**src/rtl/tw_pkg.sv**
```systemverilog
package tw_pkg;
  localparam int WORD_W  = 16;
  localparam int SHORT_W = 12;
  localparam int DIV_W   = 14;
  localparam int REF_W   = 12;
  localparam int LBD_W   = 4;
  localparam int CAP_W   = 6;
  localparam int CNT_W   = $clog2(WORD_W + 2);
  localparam int CTL_W   = 10;
  localparam int MV_W    = 12;

  localparam logic [DIV_W-1:0] RX_RST  = 14'd7215;
  localparam logic [DIV_W-1:0] TX_RST  = 14'd9966;
  localparam logic [REF_W-1:0] REF_RST = 12'd2048;

  typedef enum logic [1:0] {
    DST_CTL = 2'b00,
    DST_RX  = 2'b01,
    DST_REF = 2'b10,
    DST_TX  = 2'b11
  } dst_e;
endpackage

```
**src/rtl/tw_sync.sv**
```systemverilog
module tw_sync #(
  parameter int N      = 3,
  parameter int STAGES = 2
) (
  input  logic         clk,
  input  logic         rst_n,
  input  logic [N-1:0] d,
  output logic [N-1:0] q
);
  logic [N-1:0] st [STAGES];

  always_ff @(posedge clk or negedge rst_n) begin
    if (!rst_n) st[0] <= '0;
    else        st[0] <= d;
  end

  for (genvar s = 1; s < STAGES; s++) begin : g_stage
    always_ff @(posedge clk or negedge rst_n) begin
      if (!rst_n) st[s] <= '0;
      else        st[s] <= st[s-1];
    end
  end

  assign q = st[STAGES-1];
endmodule

```
**src/rtl/tw_shift.sv**
```systemverilog
module tw_shift
  import tw_pkg::*;
(
  input  logic              clk,
  input  logic              rst_n,
  input  logic              sclk_lvl,
  input  logic              sdat_lvl,
  input  logic              en_lvl,
  output logic              commit,
  output logic              frm_lvl,
  output logic [CNT_W-1:0]  frm_cnt,
  output logic [WORD_W-1:0] frm_word
);
  localparam logic [CNT_W-1:0] CNT_MAX = CNT_W'(WORD_W + 1);

  logic              sclk_q, en_q, bit_stb;
  logic [CNT_W-1:0]  cnt_q, cnt_d;
  logic [WORD_W-1:0] sh_q, sh_d;

  assign bit_stb = sclk_lvl & ~sclk_q;
  assign commit  = en_lvl ^ en_q;

  always_comb begin
    cnt_d = cnt_q;
    sh_d  = sh_q;
    if (commit) begin
      cnt_d = '0;
    end else if (bit_stb) begin
      sh_d  = {sh_q[WORD_W-2:0], sdat_lvl};
      cnt_d = (cnt_q == CNT_MAX) ? cnt_q : cnt_q + 1'b1;
    end
  end

  always_ff @(posedge clk or negedge rst_n) begin
    if (!rst_n) begin
      sclk_q <= 1'b0;
      en_q   <= 1'b0;
      cnt_q  <= '0;
      sh_q   <= '0;
    end else begin
      sclk_q <= sclk_lvl;
      en_q   <= en_lvl;
      cnt_q  <= cnt_d;
      sh_q   <= sh_d;
    end
  end

  assign frm_lvl  = en_q;
  assign frm_cnt  = cnt_q;
  assign frm_word = sh_q;
endmodule

```
**src/rtl/tw_regs.sv**
```systemverilog
module tw_regs
  import tw_pkg::*;
(
  input  logic              clk,
  input  logic              rst_n,
  input  logic              commit,
  input  logic              frm_lvl,
  input  logic [CNT_W-1:0]  frm_cnt,
  input  logic [WORD_W-1:0] frm_word,
  output logic [CTL_W-1:0]  ctl,
  output logic [DIV_W-1:0]  rx_div,
  output logic [DIV_W-1:0]  tx_div,
  output logic [REF_W-1:0]  ref_div,
  output logic [1:0]        ref_sel,
  output logic [LBD_W-1:0]  lbd,
  output logic [CAP_W-1:0]  cap,
  output logic [MV_W-1:0]   mv
);
  logic [CTL_W-1:0] ctl_q, ctl_d;
  logic [DIV_W-1:0] rx_q, rx_d, tx_q, tx_d;
  logic [REF_W-1:0] ref_q, ref_d;
  logic [1:0]       sel_q, sel_d;
  logic [LBD_W-1:0] lbd_q, lbd_d;
  logic [CAP_W-1:0] cap_q, cap_d;
  logic             low_ok, high_ok;
  dst_e             dst;

  assign dst     = dst_e'(frm_word[WORD_W-1 -: 2]);
  assign low_ok  = commit & ~frm_lvl & (frm_cnt == CNT_W'(WORD_W));
  assign high_ok = commit & frm_lvl &
                   (((frm_cnt == CNT_W'(WORD_W))  & frm_word[WORD_W-1]) |
                    ((frm_cnt == CNT_W'(SHORT_W)) & frm_word[SHORT_W-1]));

  always_comb begin
    ctl_d = ctl_q;
    rx_d  = rx_q;
    tx_d  = tx_q;
    ref_d = ref_q;
    sel_d = sel_q;
    lbd_d = lbd_q;
    cap_d = cap_q;
    if (low_ok) begin
      unique case (dst)
        DST_CTL: ctl_d = {frm_word[13], frm_word[11:3]};
        DST_RX:  rx_d  = frm_word[DIV_W-1:0];
        DST_REF: begin
          ref_d = frm_word[REF_W-1:0];
          sel_d = frm_word[13:12];
        end
        DST_TX:  tx_d  = frm_word[DIV_W-1:0];
      endcase
    end
    if (high_ok) begin
      lbd_d = frm_word[CAP_W +: LBD_W];
      cap_d = frm_word[CAP_W-1:0];
    end
  end

  always_ff @(posedge clk or negedge rst_n) begin
    if (!rst_n) begin
      ctl_q <= '0;
      rx_q  <= RX_RST;
      tx_q  <= TX_RST;
      ref_q <= REF_RST;
      sel_q <= '0;
      lbd_q <= '0;
      cap_q <= '0;
    end else begin
      ctl_q <= ctl_d;
      rx_q  <= rx_d;
      tx_q  <= tx_d;
      ref_q <= ref_d;
      sel_q <= sel_d;
      lbd_q <= lbd_d;
      cap_q <= cap_d;
    end
  end

  always_comb begin
    unique case (lbd_q)
      4'b0000: mv = MV_W'(3450);
      4'b1011: mv = MV_W'(3300);
      4'b1101: mv = MV_W'(3000);
      4'b0111: mv = MV_W'(2200);
      4'b1111: mv = MV_W'(2100);
      default: mv = '0;
    endcase
  end

  assign ctl     = ctl_q;
  assign rx_div  = rx_q;
  assign tx_div  = tx_q;
  assign ref_div = ref_q;
  assign ref_sel = sel_q;
  assign lbd     = lbd_q;
  assign cap     = cap_q;
endmodule

```
**src/rtl/tw_prog_if.sv**
```systemverilog
module tw_prog_if
  import tw_pkg::*;
#(
  parameter int SYNC_STAGES = 2
) (
  input  logic             clk,
  input  logic             rst_n,
  input  logic             host_clk,
  input  logic             host_dat,
  input  logic             host_en,
  output logic             ctl_tx_pll_off,
  output logic             ctl_cmp_mute,
  output logic             ctl_cmp_save,
  output logic             ctl_exp_mute,
  output logic             ctl_exp_save,
  output logic             ctl_lock_sel,
  output logic             ctl_lowbat_off,
  output logic             ctl_rx_off,
  output logic [1:0]       ctl_test,
  output logic [DIV_W-1:0] rx_div,
  output logic [DIV_W-1:0] tx_div,
  output logic [REF_W-1:0] ref_div,
  output logic [1:0]       ref_sel,
  output logic [LBD_W-1:0] lowbat_code,
  output logic [CAP_W-1:0] osc_cap,
  output logic [MV_W-1:0]  lowbat_mv
);
  logic [1:0]        rst_pipe;
  logic              rst_q;
  logic [2:0]        line_s;
  logic              frm_commit, frm_lvl;
  logic [CNT_W-1:0]  frm_cnt;
  logic [WORD_W-1:0] frm_word;
  logic [CTL_W-1:0]  ctl;

  always_ff @(posedge clk or negedge rst_n) begin
    if (!rst_n) rst_pipe <= 2'b00;
    else        rst_pipe <= {rst_pipe[0], 1'b1};
  end
  assign rst_q = rst_pipe[1];

  tw_sync #(.N(3), .STAGES(SYNC_STAGES)) u_sync (
    .clk   (clk),
    .rst_n (rst_q),
    .d     ({host_en, host_dat, host_clk}),
    .q     (line_s)
  );

  tw_shift u_shift (
    .clk      (clk),
    .rst_n    (rst_q),
    .sclk_lvl (line_s[0]),
    .sdat_lvl (line_s[1]),
    .en_lvl   (line_s[2]),
    .commit   (frm_commit),
    .frm_lvl  (frm_lvl),
    .frm_cnt  (frm_cnt),
    .frm_word (frm_word)
  );

  tw_regs u_regs (
    .clk      (clk),
    .rst_n    (rst_q),
    .commit   (frm_commit),
    .frm_lvl  (frm_lvl),
    .frm_cnt  (frm_cnt),
    .frm_word (frm_word),
    .ctl      (ctl),
    .rx_div   (rx_div),
    .tx_div   (tx_div),
    .ref_div  (ref_div),
    .ref_sel  (ref_sel),
    .lbd      (lowbat_code),
    .cap      (osc_cap),
    .mv       (lowbat_mv)
  );

  assign {ctl_tx_pll_off, ctl_cmp_mute, ctl_cmp_save, ctl_exp_mute,
          ctl_exp_save, ctl_lock_sel, ctl_lowbat_off, ctl_rx_off,
          ctl_test} = ctl;
endmodule

```
**config.mk**
```make
export PLATFORM = sky130hd
export DESIGN_NAME = tw_prog_if
export DESIGN_NICKNAME = d
export VERILOG_FILES = /design/src/rtl/tw_pkg.sv /design/src/rtl/tw_sync.sv /design/src/rtl/tw_shift.sv /design/src/rtl/tw_regs.sv /design/src/rtl/tw_prog_if.sv
export SDC_FILE = /design/constraint.sdc
export NUM_CORES = 1
export LEC_CHECK = 0
export BUFFER_PORTS_ARGS = -buffer_cell sky130_fd_sc_hd__buf_2
export CAP_MARGIN = 20
export CORE_UTILIZATION = 31
export DETAILED_ROUTE_END_ITERATION = 8
export GPL_TIMING_DRIVEN = 0
export MAX_ROUTING_LAYER = met4
export SYNTH_ARGS = -nofsm -noshare
export SYNTH_HDL_FRONTEND = slang
export SYNTH_SLANG_ARGS = --single-unit
export TNS_END_PERCENT = 20
```
**constraint.sdc**
```tcl
create_clock -name clk -period 3.4 [get_ports clk]
set_input_delay 0.34 -clock clk [delete_from_list [all_inputs] [get_ports clk]]
set_output_delay 0.34 -clock clk [all_outputs]
set_load 0.05 [all_outputs]
```
==> reports/metrics.yaml <==
timing_worst_setup_path_type: "reg -> reg"
die_height_um: 112
grt_overflow: 0
dpl.cell_count: 467
finalHoldViolations: 0
syn-cell-area_um2: 3770
commonest_cells_after_routing_fill_and_taps_aside: "buf_2 (79), dfrtp_1 (74), mux2_2 (68)"
finalMaxSlewViolations: 0
place.port_buffers: 77
h-tree-depth: 3
final-setup-viol-count: 0
clock_transition_at_the_register_clock_pins_on_the_worst_setup_and_hold_paths_after_cts_ns: 0.06
drtIter0Drc: 77
violations: "design-rule violations"
first_global_vias: 2227
max_cap_viol_count: 0
avgSynthCellArea_um2: 15.3
r2r_cells: 6
dr_vias: 2234
hold_depth: 1
syn_to_final_growth_pct: 23.9
hold_class: "in -> reg"
design.portCount: 79
clock_tree_from_tritoncts: "done"
crit_fanout: 10
die_width_um: 112
layout.nets: 346
grtUsageMet1: 0.164
first_pass_grt_wire_length_um: 12000
mostFrequentLayoutCell: "buf_2"
cp_slowest_cell: "clkbuf_1"
finClkSkew_ns: 0.00764
met3_usage: 0.0400
fp.dieArea_um2: 12600
dr.pass1.iters: 5
synth_top_cell_area_share: 0.498
clockBufferDepth: 2
clock_latency_ns: 0.34
placementRows: 39
leading_cell_types_by_total_area_after_synthesis: "dfrtp_1 (50%), mux2_2 (20%), dfstp_2 (13%)"
fill_cells: 1100
antenna_found_initial: 0
num_antenna_cells: 0
hpwl_after_detailed_placement_um: 4820
post_synth_inst_count: 246
numClockSinks: 93
grt_setup_unrepaired: "no"
fin_crit_sh: 0.700
initial_core_utilization: 0.324
core_area_um2: 11600
critical_path.startpoint_type: "flip-flop"
yosys_warnings: 0
synth.yosys.seq_area_share: 0.624
power_density_nw_per_um2: 503
place.gp.congestion: 0.715
library_cells_used_by_synthesis: 36
worstMarginPinSlew_ns: 0.773
met2_usage: 0.199
stdcell_count: 484
cts.root.buffer_cell: "clkbuf_16"
grt_start_max_net_pins: 68
pre_cts_ws_ns: 0.993
final.min_clock_period_ns: 2.38
max-vdd-ir-drop_uv: 310
track_usage: 0.130
ff_latch_count_synth: 93
smallest_setup_slack_after_layout_ns: 1.02
slew-limit-headroom: 0.485
critical_path.endpoint_type: "flip-flop"
vias_per_cell: 4.62
final_layout_size_suffix_gt1_frac: 0.595
timing.fmax_ghz: 0.420
yosysTopAreaCell: "dfrtp_1"
cts.repair_timing.setup_buffer_count: 0
max_stage_delay_ns: 0.52
grt_busiest_layer: "met2"
route.detailed.wl_per_inst_um: 15.2
route.final.wire_length_um: 7340
synth.net_count: 256
run_status: "complete, but fails checks"
route.detailed.drc: 10
ant_nets: 0
cts_buffers: 9
top_cell_by_count_worst_path: "clkbuf_1"
total_leakage_power_nw: 2.38
critPathRequiredTime_ns: 3.62
arrival_ns: 2.60
critical_path.cell_chain: "ha_1, inv_1, or2_2, clkbuf_1, clkbuf_1, mux2_2"
==> routing by layer <==
layer | vias up | part of all wire | wire length (um)
li1 | 1041 | - | -
met1 | 1117 | 0.46 | 3370
met2 | 62 | 0.47 | 3450
met3 | 14 | 0.053 | 389
met4 | 0 | 0.016 | 118
met5 | - | 0 | 0
==> critical path: cells and delay by family, from the launching register on <==
kind	cells	cell delay (ns)
adders and majority gates	1	0.34
buffers and inverters	3	1.00
DFF	1	0.40
muxes	1	0.40
and+or+nand+nor	1	0.12
==> logic make-up after synthesis <==
logic type	count (synthesis)	synth area share
DFF	93	0.624
adders and majority gates	5	0.0166
buffers and inverters	21	0.0266
and+or+nand+nor	31	0.0581
muxes	80	0.249
other	2	0.00199
AOI/OAI and AO/OA	13	0.0219
xor gates and xnor gates	1	0.00233
==> synth_stat cells <==
library cell and n:
mux2i_1 2, inv_1 11, or2_2 1, or3b_4 1
nor3_2 1, nand2b_1 1, ha_1 5, a21oi_2 1
o211ai_1 2, nand4b_1 2, a311o_1 1, or4_4 1
clkbuf_1 4, conb_1 2, buf_6 1, mux2_2 68
mux2_4 10, nor2_1 2, nor4b_4 1, dfrtp_1 75
nand3_1 2, nand2_1 12, xnor2_1 1, buf_4 3
and4b_1 1, or4bb_1 1, nand3b_1 1, o21ai_0 3
a211oi_1 1, or4_1 1, buf_2 2, dfstp_2 18
a31oi_1 1, nor4_4 1, or3_1 2, a21oi_1 4
==> what timing repair did <==
action | CTS | global route
gates resized for setup | 0 | 0
hold buffers | 1 | 0
endpoints found under the setup margin | 0 | 0
hold endpoints to repair | 2 | 0
==> where the power goes <==
group / switching, W / internal (W)
combinational: 0.0000450 / 0.0000564
sequential: 0.0000983 / 0.00116
clock: 0.000416 / 0.000568
total: 0.000559 / 0.00179
==> area by class of cell <==
type                    count  area [um^2]  area share
plain buffers              10         58.8      0.0126
flip-flops and latches     93         2350       0.505
repair buffers             79          423      0.0907
well taps                 143          179      0.0384
multi-input cells         132         1320       0.282
inverters                  11         41.3     0.00885
clock buffers              10          229      0.0491
clock inverters             6         63.8      0.0137
==> metrics by stage <==
step	setup TNS, ns	utilization	instance area [um^2]	power [W]	hold WS [ns]
after global routing	0	0.402	4660	0.00245	0.0919
after detailed placement	0	0.376	4360	0.00139	0.127
after global placement	-29.27	0.373	4330	0.00138	0.125
after CTS	0	0.402	4660	0.00239	0.0895
final	0	0.402	4660	0.00235	0.102
after floorplan	0	-	3770	0.00132	0.0444
==> path summary, 6_finish.rpt <==
check	startpoint	slack, ns	to
worst max-delay path	u_sync.q[2]	1.02	u_shift.frm_word[10]
worst min-delay path	host_clk	0.10	u_sync.st[3]
worst max register to register	u_sync.q[2]	1.02	u_shift.frm_word[10]
worst min register to register	rst_pipe[1]	0.25	u_shift.frm_word[1]
max in group asynchronous	rst_pipe[1]	2.47	u_regs.tx_div[7]
min in group asynchronous	rst_pipe[1]	0.25	u_shift.frm_word[1]
==> sequential cells by signal (all words and copies together), names as in the netlist <==
register and flops:
rst_pipe 2, u_regs.cap 6, u_regs.ctl 10, u_regs.lbd 4
u_regs.ref_div 12, u_regs.ref_sel 2, u_regs.rx_div 14, u_regs.tx_div 14
u_shift.frm_cnt 5, u_shift.frm_lvl 1, u_shift.frm_word 16, u_shift.sclk_q 1
u_sync.q 3, u_sync.st 3
(Power assumes the default switching activity.)
